## src/rtl/vlsa_pkg.sv

```systemverilog
// Package: shared constants and the decoded-word type for the scaled adder.
// Assumes a 32-bit instruction word with 5-bit register indices.
package vlsa_pkg;
    localparam int IDX_W = 5;
    localparam int IMM_W = 6;
    localparam logic [10:0] OPC_HI = 11'b00000100011;
    localparam logic [4:0]  OPC_MID = 5'b01010;
    localparam logic [IDX_W-1:0] SP_IDX = 5'd31;

    typedef struct packed {
        logic             hit;
        logic [IDX_W-1:0] src;
        logic [IDX_W-1:0] dst;
        logic [IMM_W-1:0] imm;
    } dec_t;
endpackage

```

## src/rtl/vlsa_decode.sv

```systemverilog
// Decoder: splits the instruction word into fields and flags a match on the
// fixed opcode bits. Purely combinational; assumes nothing about validity.
module vlsa_decode
    import vlsa_pkg::*;
(
    input  logic [31:0] word,
    output dec_t        dec
);
    // Field extraction and fixed-bit comparison.
    always_comb begin
        dec.hit = (word[31:21] == OPC_HI) && (word[15:11] == OPC_MID);
        dec.src = word[20:16];
        dec.dst = word[4:0];
        dec.imm = word[10:5];
    end
endmodule

```

## src/rtl/vlsa_scale.sv

```systemverilog
// Scaler: forms sign-extended imm * (vl / 64) with a shift-and-add network.
// Each set bit of the scale contributes one shifted copy of the immediate.
// Assumes vl is a multiple of 128 in 128..2048 (checked at the top).
module vlsa_scale #(
    parameter int XLEN  = 64,
    parameter int VL_W  = 12,
    parameter int IMM_W = 6
) (
    input  logic [IMM_W-1:0] imm,
    input  logic [VL_W-1:0]  vl,
    output logic [XLEN-1:0]  addend
);
    localparam int SC_W = VL_W - 6;

    logic [SC_W-1:0] scale;
    logic [XLEN-1:0] imm_x;
    logic [XLEN-1:0] part [SC_W];

    assign scale = vl[VL_W-1:6];
    assign imm_x = {{(XLEN-IMM_W){imm[IMM_W-1]}}, imm};

    // One gated shifted partial product per scale bit.
    for (genvar k = 0; k < SC_W; k++) begin : g_part
        assign part[k] = scale[k] ? (imm_x << k) : '0;
    end

    // Sum of the partial products, modulo 2^XLEN.
    always_comb begin
        addend = '0;
        for (int k = 0; k < SC_W; k++) addend = addend + part[k];
    end
endmodule

```

## src/rtl/vlsa_regs.sv

```systemverilog
// Register file: NREG general registers plus a stack pointer at index 31.
// One combinational read port, one write port; synchronous active-low reset
// clears everything to zero.
module vlsa_regs
    import vlsa_pkg::*;
#(
    parameter int XLEN = 64,
    parameter int NREG = 31
) (
    input  logic             clk,
    input  logic             rst_n,
    input  logic [IDX_W-1:0] rd_idx,
    output logic [XLEN-1:0]  rd_data,
    input  logic             wr_en,
    input  logic [IDX_W-1:0] wr_idx,
    input  logic [XLEN-1:0]  wr_data
);
    logic [XLEN-1:0] gpr [NREG];
    logic [XLEN-1:0] sp_q;

    // One storage process per general register.
    for (genvar i = 0; i < NREG; i++) begin : g_gpr
        always_ff @(posedge clk) begin
            if (!rst_n) gpr[i] <= '0;
            else if (wr_en && wr_idx == IDX_W'(i)) gpr[i] <= wr_data;
        end
    end

    // Stack pointer storage, written only through index 31.
    always_ff @(posedge clk) begin
        if (!rst_n) sp_q <= '0;
        else if (wr_en && wr_idx == SP_IDX) sp_q <= wr_data;
    end

    // Read mux: stack pointer unless a general index matches.
    always_comb begin
        rd_data = sp_q;
        for (int i = 0; i < NREG; i++)
            if (rd_idx == IDX_W'(i)) rd_data = gpr[i];
    end

    AST_SP_WRITE: assert property (@(posedge clk) disable iff (!rst_n)
        (wr_en && wr_idx == SP_IDX) |=> (sp_q == $past(wr_data)));
    AST_SP_HOLD: assert property (@(posedge clk) disable iff (!rst_n)
        (!wr_en || wr_idx != SP_IDX) |=> $stable(sp_q));
endmodule

```

## src/rtl/vl_scaled_adder.sv

```systemverilog
// Top: accepts one instruction word per cycle, adds imm * (vl/64) to the
// selected base and writes the sum back. Results and status are registered,
// so out_valid follows acceptance by exactly one cycle. The load port has
// priority over the instruction input.
module vl_scaled_adder
    import vlsa_pkg::*;
#(
    parameter int XLEN = 64,
    parameter int VL_W = 12,
    parameter int NREG = 31
) (
    input  logic             clk,
    input  logic             rst_n,
    input  logic             in_valid,
    output logic             in_ready,
    input  logic [31:0]      instr,
    input  logic [VL_W-1:0]  vl,
    input  logic             feat_en,
    input  logic             load_en,
    input  logic [IDX_W-1:0] load_idx,
    input  logic [XLEN-1:0]  load_data,
    output logic             out_valid,
    output logic             out_undef,
    output logic             out_wr_en,
    output logic [IDX_W-1:0] out_wr_idx,
    output logic [XLEN-1:0]  out_result
);
    dec_t            dec;
    logic            accept, undef, rf_we;
    logic [IDX_W-1:0] rf_widx;
    logic [XLEN-1:0] base, addend, sum, rf_wdata;

    vlsa_decode u_dec (.word(instr), .dec(dec));

    vlsa_scale #(.XLEN(XLEN), .VL_W(VL_W), .IMM_W(IMM_W)) u_scale (
        .imm(dec.imm), .vl(vl), .addend(addend));

    vlsa_regs #(.XLEN(XLEN), .NREG(NREG)) u_regs (
        .clk(clk), .rst_n(rst_n), .rd_idx(dec.src), .rd_data(base),
        .wr_en(rf_we), .wr_idx(rf_widx), .wr_data(rf_wdata));

    // Handshake and legality of the offered word.
    always_comb begin
        in_ready = !load_en;
        accept   = in_valid && in_ready;
        undef    = !(dec.hit && feat_en);
        sum      = base + addend;
    end

    // Register-file write select: load port first, then a legal word.
    always_comb begin
        rf_we    = load_en || (accept && !undef);
        rf_widx  = load_en ? load_idx : dec.dst;
        rf_wdata = load_en ? load_data : sum;
    end

    // Registered result and status for the accepted word.
    always_ff @(posedge clk) begin
        if (!rst_n) begin
            out_valid  <= 1'b0;
            out_undef  <= 1'b0;
            out_wr_en  <= 1'b0;
            out_wr_idx <= '0;
            out_result <= '0;
        end else begin
            out_valid  <= accept;
            out_undef  <= accept && undef;
            out_wr_en  <= accept && !undef;
            out_wr_idx <= dec.dst;
            out_result <= undef ? '0 : sum;
        end
    end

    AST_VALID_FOLLOWS: assert property (@(posedge clk) disable iff (!rst_n)
        (in_valid && !load_en) |=> out_valid);
    AST_NO_SPURIOUS_VALID: assert property (@(posedge clk) disable iff (!rst_n)
        !(in_valid && !load_en) |=> !out_valid);
    AST_UNDEF_NO_WRITE: assert property (@(posedge clk) disable iff (!rst_n)
        out_undef |-> (out_valid && !out_wr_en));
    AST_FEAT_OFF_UNDEF: assert property (@(posedge clk) disable iff (!rst_n)
        (in_valid && !load_en && !feat_en) |=> out_undef);
    AST_VL_LEGAL: assert property (@(posedge clk) disable iff (!rst_n)
        in_valid |-> (vl[6:0] == 7'd0 && vl >= VL_W'(128) && vl <= VL_W'(2048)));
endmodule

```

## config.mk

```make
export PLATFORM = sky130hd
export DESIGN_NAME = vl_scaled_adder
export DESIGN_NICKNAME = d
export VERILOG_FILES = /design/src/rtl/vlsa_pkg.sv /design/src/rtl/vlsa_decode.sv /design/src/rtl/vlsa_scale.sv /design/src/rtl/vlsa_regs.sv /design/src/rtl/vl_scaled_adder.sv
export SDC_FILE = /design/constraint.sdc
export NUM_CORES = 2
export LEC_CHECK = 0
export BUFFER_PORTS_ARGS = -buffer_cell sky130_fd_sc_hd__buf_2
export CAP_MARGIN = 20
export CORE_MARGIN = 1.5
export CORE_UTILIZATION = 50
export DETAILED_ROUTE_END_ITERATION = 6
export PLACE_DENSITY = 0.78
export SETUP_SLACK_MARGIN = 0.3
export SYNTH_ARGS = -nofsm -noshare
export SYNTH_HDL_FRONTEND = slang
export SYNTH_SLANG_ARGS = --single-unit
```

## constraint.sdc

```tcl
create_clock -name clk -period 8.55 [get_ports clk]
set_input_delay 0.855 -clock clk [delete_from_list [all_inputs] [get_ports clk]]
set_output_delay 0.855 -clock clk [all_outputs]
set_load 0.02 [all_outputs]
```

==> impl_summary.txt <==
----------------------------------------------------
[Finish]
  Relative area change from synthesis to final layout ... 21.8%
  Net count reported at finish ... 9791
  Layout cell share with drive strength beyond 1 ... 20.9%
  Final Non-Filler Cells ... 12.2k

[Critical path]
  Kind of launch point of the worst setup path ... input port
  Category of the worst setup path capture point ... flop
  Most Frequent Cell on Critical Path ... sky130_fd_sc_hd__buf_4
  Required time of the critical path ... 9110 ps
  Data arrival time of the worst path ... 8780 ps
  Critical Setup Path Class ... input port to flop
  Highest net fanout along the worst path ... 17
  Crit path largest cell delay ... 590 ps
  Master of the slowest instance on the critical path ... sky130_fd_sc_hd__or4_1

[Global routing]
  Total congestion overflow after global routing ... 0
  Wire length of the first global-routing pass ... 514 mm
  Maximum number of pins on one net before global-route repair ... 83
  Vias in the first global route ... 78.1k
  Antenna violations before repair ... 19
  Total routing resource utilization after global routing ... 35.5%

[Synth]
  Adder-cell share of the synthesized area ... 5.83%
  Cell type with the highest aggregate area in the netlist ... sky130_fd_sc_hd__edfxtp_1
  Count of state elements after synthesis ... 2120
  Most used flip-flop cell after synthesis ... sky130_fd_sc_hd__edfxtp_1
  Number of enable flip-flop cells after synthesis ... 1984
  Combinational family with the most area after synthesis ... compound AO/OA/AOI/OAI gates
  Count of unique library cells instantiated by Yosys ... 85
  Ranking of synthesized cells by area ... sky130_fd_sc_hd__edfxtp_1, sky130_fd_sc_hd__nor2_1, sky130_fd_sc_hd__fa_1
  Share of the synthesized netlist area taken by xor and xnor gates ... 0.444%
  Multiplexer share of the synthesized area ... 1.65%
  Per-instance average area after synthesis ... 11.6 sq um
  Post-synth design cell area ... 98700 sq um
  Synth top area share ... 60.4%
  Register area share after synthesis ... 63.1%
  Basic-gate share of the synthesized area counting and, or, nand and nor cells ... 12.1%
  Synth Instances ... 8535
  Compound-gate portion of the synthesized area ... 12.8%
  Net Count, Synth ... 8965
  Yosys synthesis warning count ... 0
  Post-synthesis async set-or-reset flop share ... 0%

[Hold path]
  Min-Delay Path Class ... input port to flop

[Routing]
  Vias ... 79.7k
  Post-route DRC ... 1
  Routed wire length ... 369 mm
  Count of routing violations after the opening detailed-route iteration ... 14.7k
  Post-detailed-route count of antenna-violating nets ... 0
  Via-to-Cell Ratio ... 6.55
  Wire length per cell after detailed routing ... 30.3 um
  Total iterations of the first detailed-routing run ... 7

[Timing]
  Post-layout minimum cycle time ... 8220 ps
  Tightest Pin Transition ... 1260 ps
  Final Skew ... 46.5 ps
  Minimum hold slack ... 250 ps
  Maximum operating frequency ... 122 MHz
  Setup repair after global routing missed its margin ... yes
  Number of setup violations in the final report ... 0
  Headroom to the max-slew limit ... 16.2%
  Max-slew violation count ... 0
  Number of hold violations in the final report ... 0
  Final worst path period share ... 96.2%

[Clock network]
  Clock tree sinks ... 2120
  Max clock buf depth ... 3
  Number of buffers inserted during clock tree synthesis ... 206
  Clock insertion delay at the later pin of the skew report ... 880 ps
  CTS Hold Buffers Added ... 0
  Clock-pin slew on the worst setup and hold paths ... 60 ps
  CTS tree ... yes
  H-tree levels ... 4
  Cell at the root of the clock tree ... sky130_fd_sc_hd__clkbuf_16

[Floorplan]
  Initial cell density of the core ... 50.5%
  Placeable core region ... 196000 sq um
  Ports placed on the boundary ... 191
  Die Y ... 447 um
  Die Area ... 200000 sq um
  Std cell rows ... 162
  Horizontal extent of the die ... 447 um

[Place]
  Post-detailed-placement half-perimeter wirelength ... 234 mm
  Number of placed instances with taps included ... 11.7k
  Gp weighted congestion ... 1.02
  PortBufs ... 184

[Power]
  Switching share of power ... 42.2%
  Portion of total power attributed to the clock network ... 21.5%
  Internal power consumption ... 24300 uW
  Seq pwr share ... 28.3%
  Total power density per cell area ... 350 nW/um^2
  Comb pwr share ... 50.2%
  Reported net switching power ... 17800 uW
  Peak supply drop ... 660 uV
  Leak pwr ... 0.0474 uW

[Outcome]
  Violated checks ... design-rule violations
  Run status ... complete, but fails checks

[Job]
  Max cap viols ... 0

----------------------------------------------------
-- stage by stage --
stage,TNS [ps],util [%],instance area [sq um],setup slack (ps),power (uW)
2_1_floorplan,0,-,98700,312,20600
3_3_place_gp,-890080,57.1,112000,-1120,30800
3_5_place_dp,-1019100,57.1,112000,-1310,31100
4_1_cts,0,60.7,119000,309,40200
5_1_grt,0,61.5,120000,180,43200
6_report,0,61.5,120000,325,42100
-- power by group through the flow --
| stage | Sequential (uW) | Combinational [uW] | Clock, uW |
|---|---|---|---|
| floorplan | 12200 | 8430 | 0 |
| global placement | 12100 | 18700 | 0 |
| detailed placement | 12100 | 19000 | 0 |
| CTS | 11900 | 19300 | 8990 |
| global route | 11900 | 21800 | 9390 |
| finish | 11900 | 21100 | 9050 |
-- Yosys cell counts (45+ instances only) --
cell                          n
sky130_fd_sc_hd__inv_1      282
sky130_fd_sc_hd__ha_1        66
sky130_fd_sc_hd__a31oi_1     74
sky130_fd_sc_hd__dfxtp_1    136
sky130_fd_sc_hd__fa_1       246
sky130_fd_sc_hd__a21oi_1    363
sky130_fd_sc_hd__nand3_1     96
sky130_fd_sc_hd__clkbuf_1   668
sky130_fd_sc_hd__o21ai_0    363
sky130_fd_sc_hd__a222oi_1    64
sky130_fd_sc_hd__a22oi_1    128
sky130_fd_sc_hd__mux2i_1    159
sky130_fd_sc_hd__nor2_1    2399
sky130_fd_sc_hd__buf_2       57
sky130_fd_sc_hd__nand2_1    150
sky130_fd_sc_hd__a221oi_1    69
sky130_fd_sc_hd__o22ai_1    316
sky130_fd_sc_hd__and2_1      45
sky130_fd_sc_hd__a211oi_1   174
sky130_fd_sc_hd__o311a_1     63
sky130_fd_sc_hd__edfxtp_1  1984
sky130_fd_sc_hd__o41ai_1     56
sky130_fd_sc_hd__nor3_1     149
sky130_fd_sc_hd__a22o_1      66
-- metal layers --
| layer | track usage (%) | up-vias | wire length (um) |
|---|---|---|---|
| li1 | - | 32600 | - |
| met4 | 24.9 | 22 | 31000 |
| met2 | 52.2 | 7029 | 158000 |
| met5 | 0.366 | - | 164 |
| met1 | 43.6 | 38700 | 119000 |
| met3 | 12.6 | 1354 | 60900 |
-- flip-flops by register name, indices dropped and copies added (netlist names) --
register     cells
out_valid        1
out_undef        1
out_result      64
u_regs.gpr    1984
u_regs.sp_q     64
out_wr_idx       5
out_wr_en        1
-- area by class of cell --
cell class                      instances  area, sq um
Inverter                              283         1070
Clock inverter                        109          982
Antenna cell                           12         30.0
Timing Repair Buffer                 1361        12200
Fill cell                           14200        75400
Multi-Input combinational cell       5389        34800
Sequential cell                      2120        62300
Clock buffer                          266         5610
Tap cell                             2624         3280
-- timing repair --
item / 4_1_cts / 5_1_grt
resized for setup: 55 / 175
pin swaps: 13 / 96
cloned: 2 / 17
setup endpoints to repair: 1043 / 1053
buffers inserted: 4 / 26
-- logic make-up after synthesis --
logic type	Yosys count
AO/OA/AOI/OAI	1895
XOR/XNOR	50
adder cells (fa/ha/maj)	312
buffers and inverters	1026
flip-flops	2120
multiplexers	162
AND/OR/NAND/NOR	2970
-- worst max-delay path, delay by kind of cell --
kind | cells | cell delay (ps)
buffers and inverters | 12 | 2010
AND/OR/NAND/NOR | 7 | 1620
AO/OA/AOI/OAI | 9 | 2100
adder cells (fa/ha/maj) | 5 | 2140
-- layout by cell type (no fill, tap or decap), drive strengths merged, types with 151 or more instances in the layout --
master	n
a21oi	363
nor2	2399
edfxtp	1984
a211oi	175
inv	286
o22ai	316
mux2i	159
o21ai	365
fa	246
nor3	151
clkbuf	281
buf	1346
-- path summary, 6_finish.rpt --
kind	from	end	slack [ps]	cells after the start
setup / recovery	instr[17]	u_regs.gpr[0][318]	330	33
setup reg to reg	u_regs.sp_q[36]	u_regs.gpr[0][318]	940	29
hold / removal	instr[4]	out_wr_idx[4]	250	2
hold reg to reg	u_regs.sp_q[40]	u_regs.sp_q[40]	470	2
No activity file was read; power rests on OpenSTA's default activity.
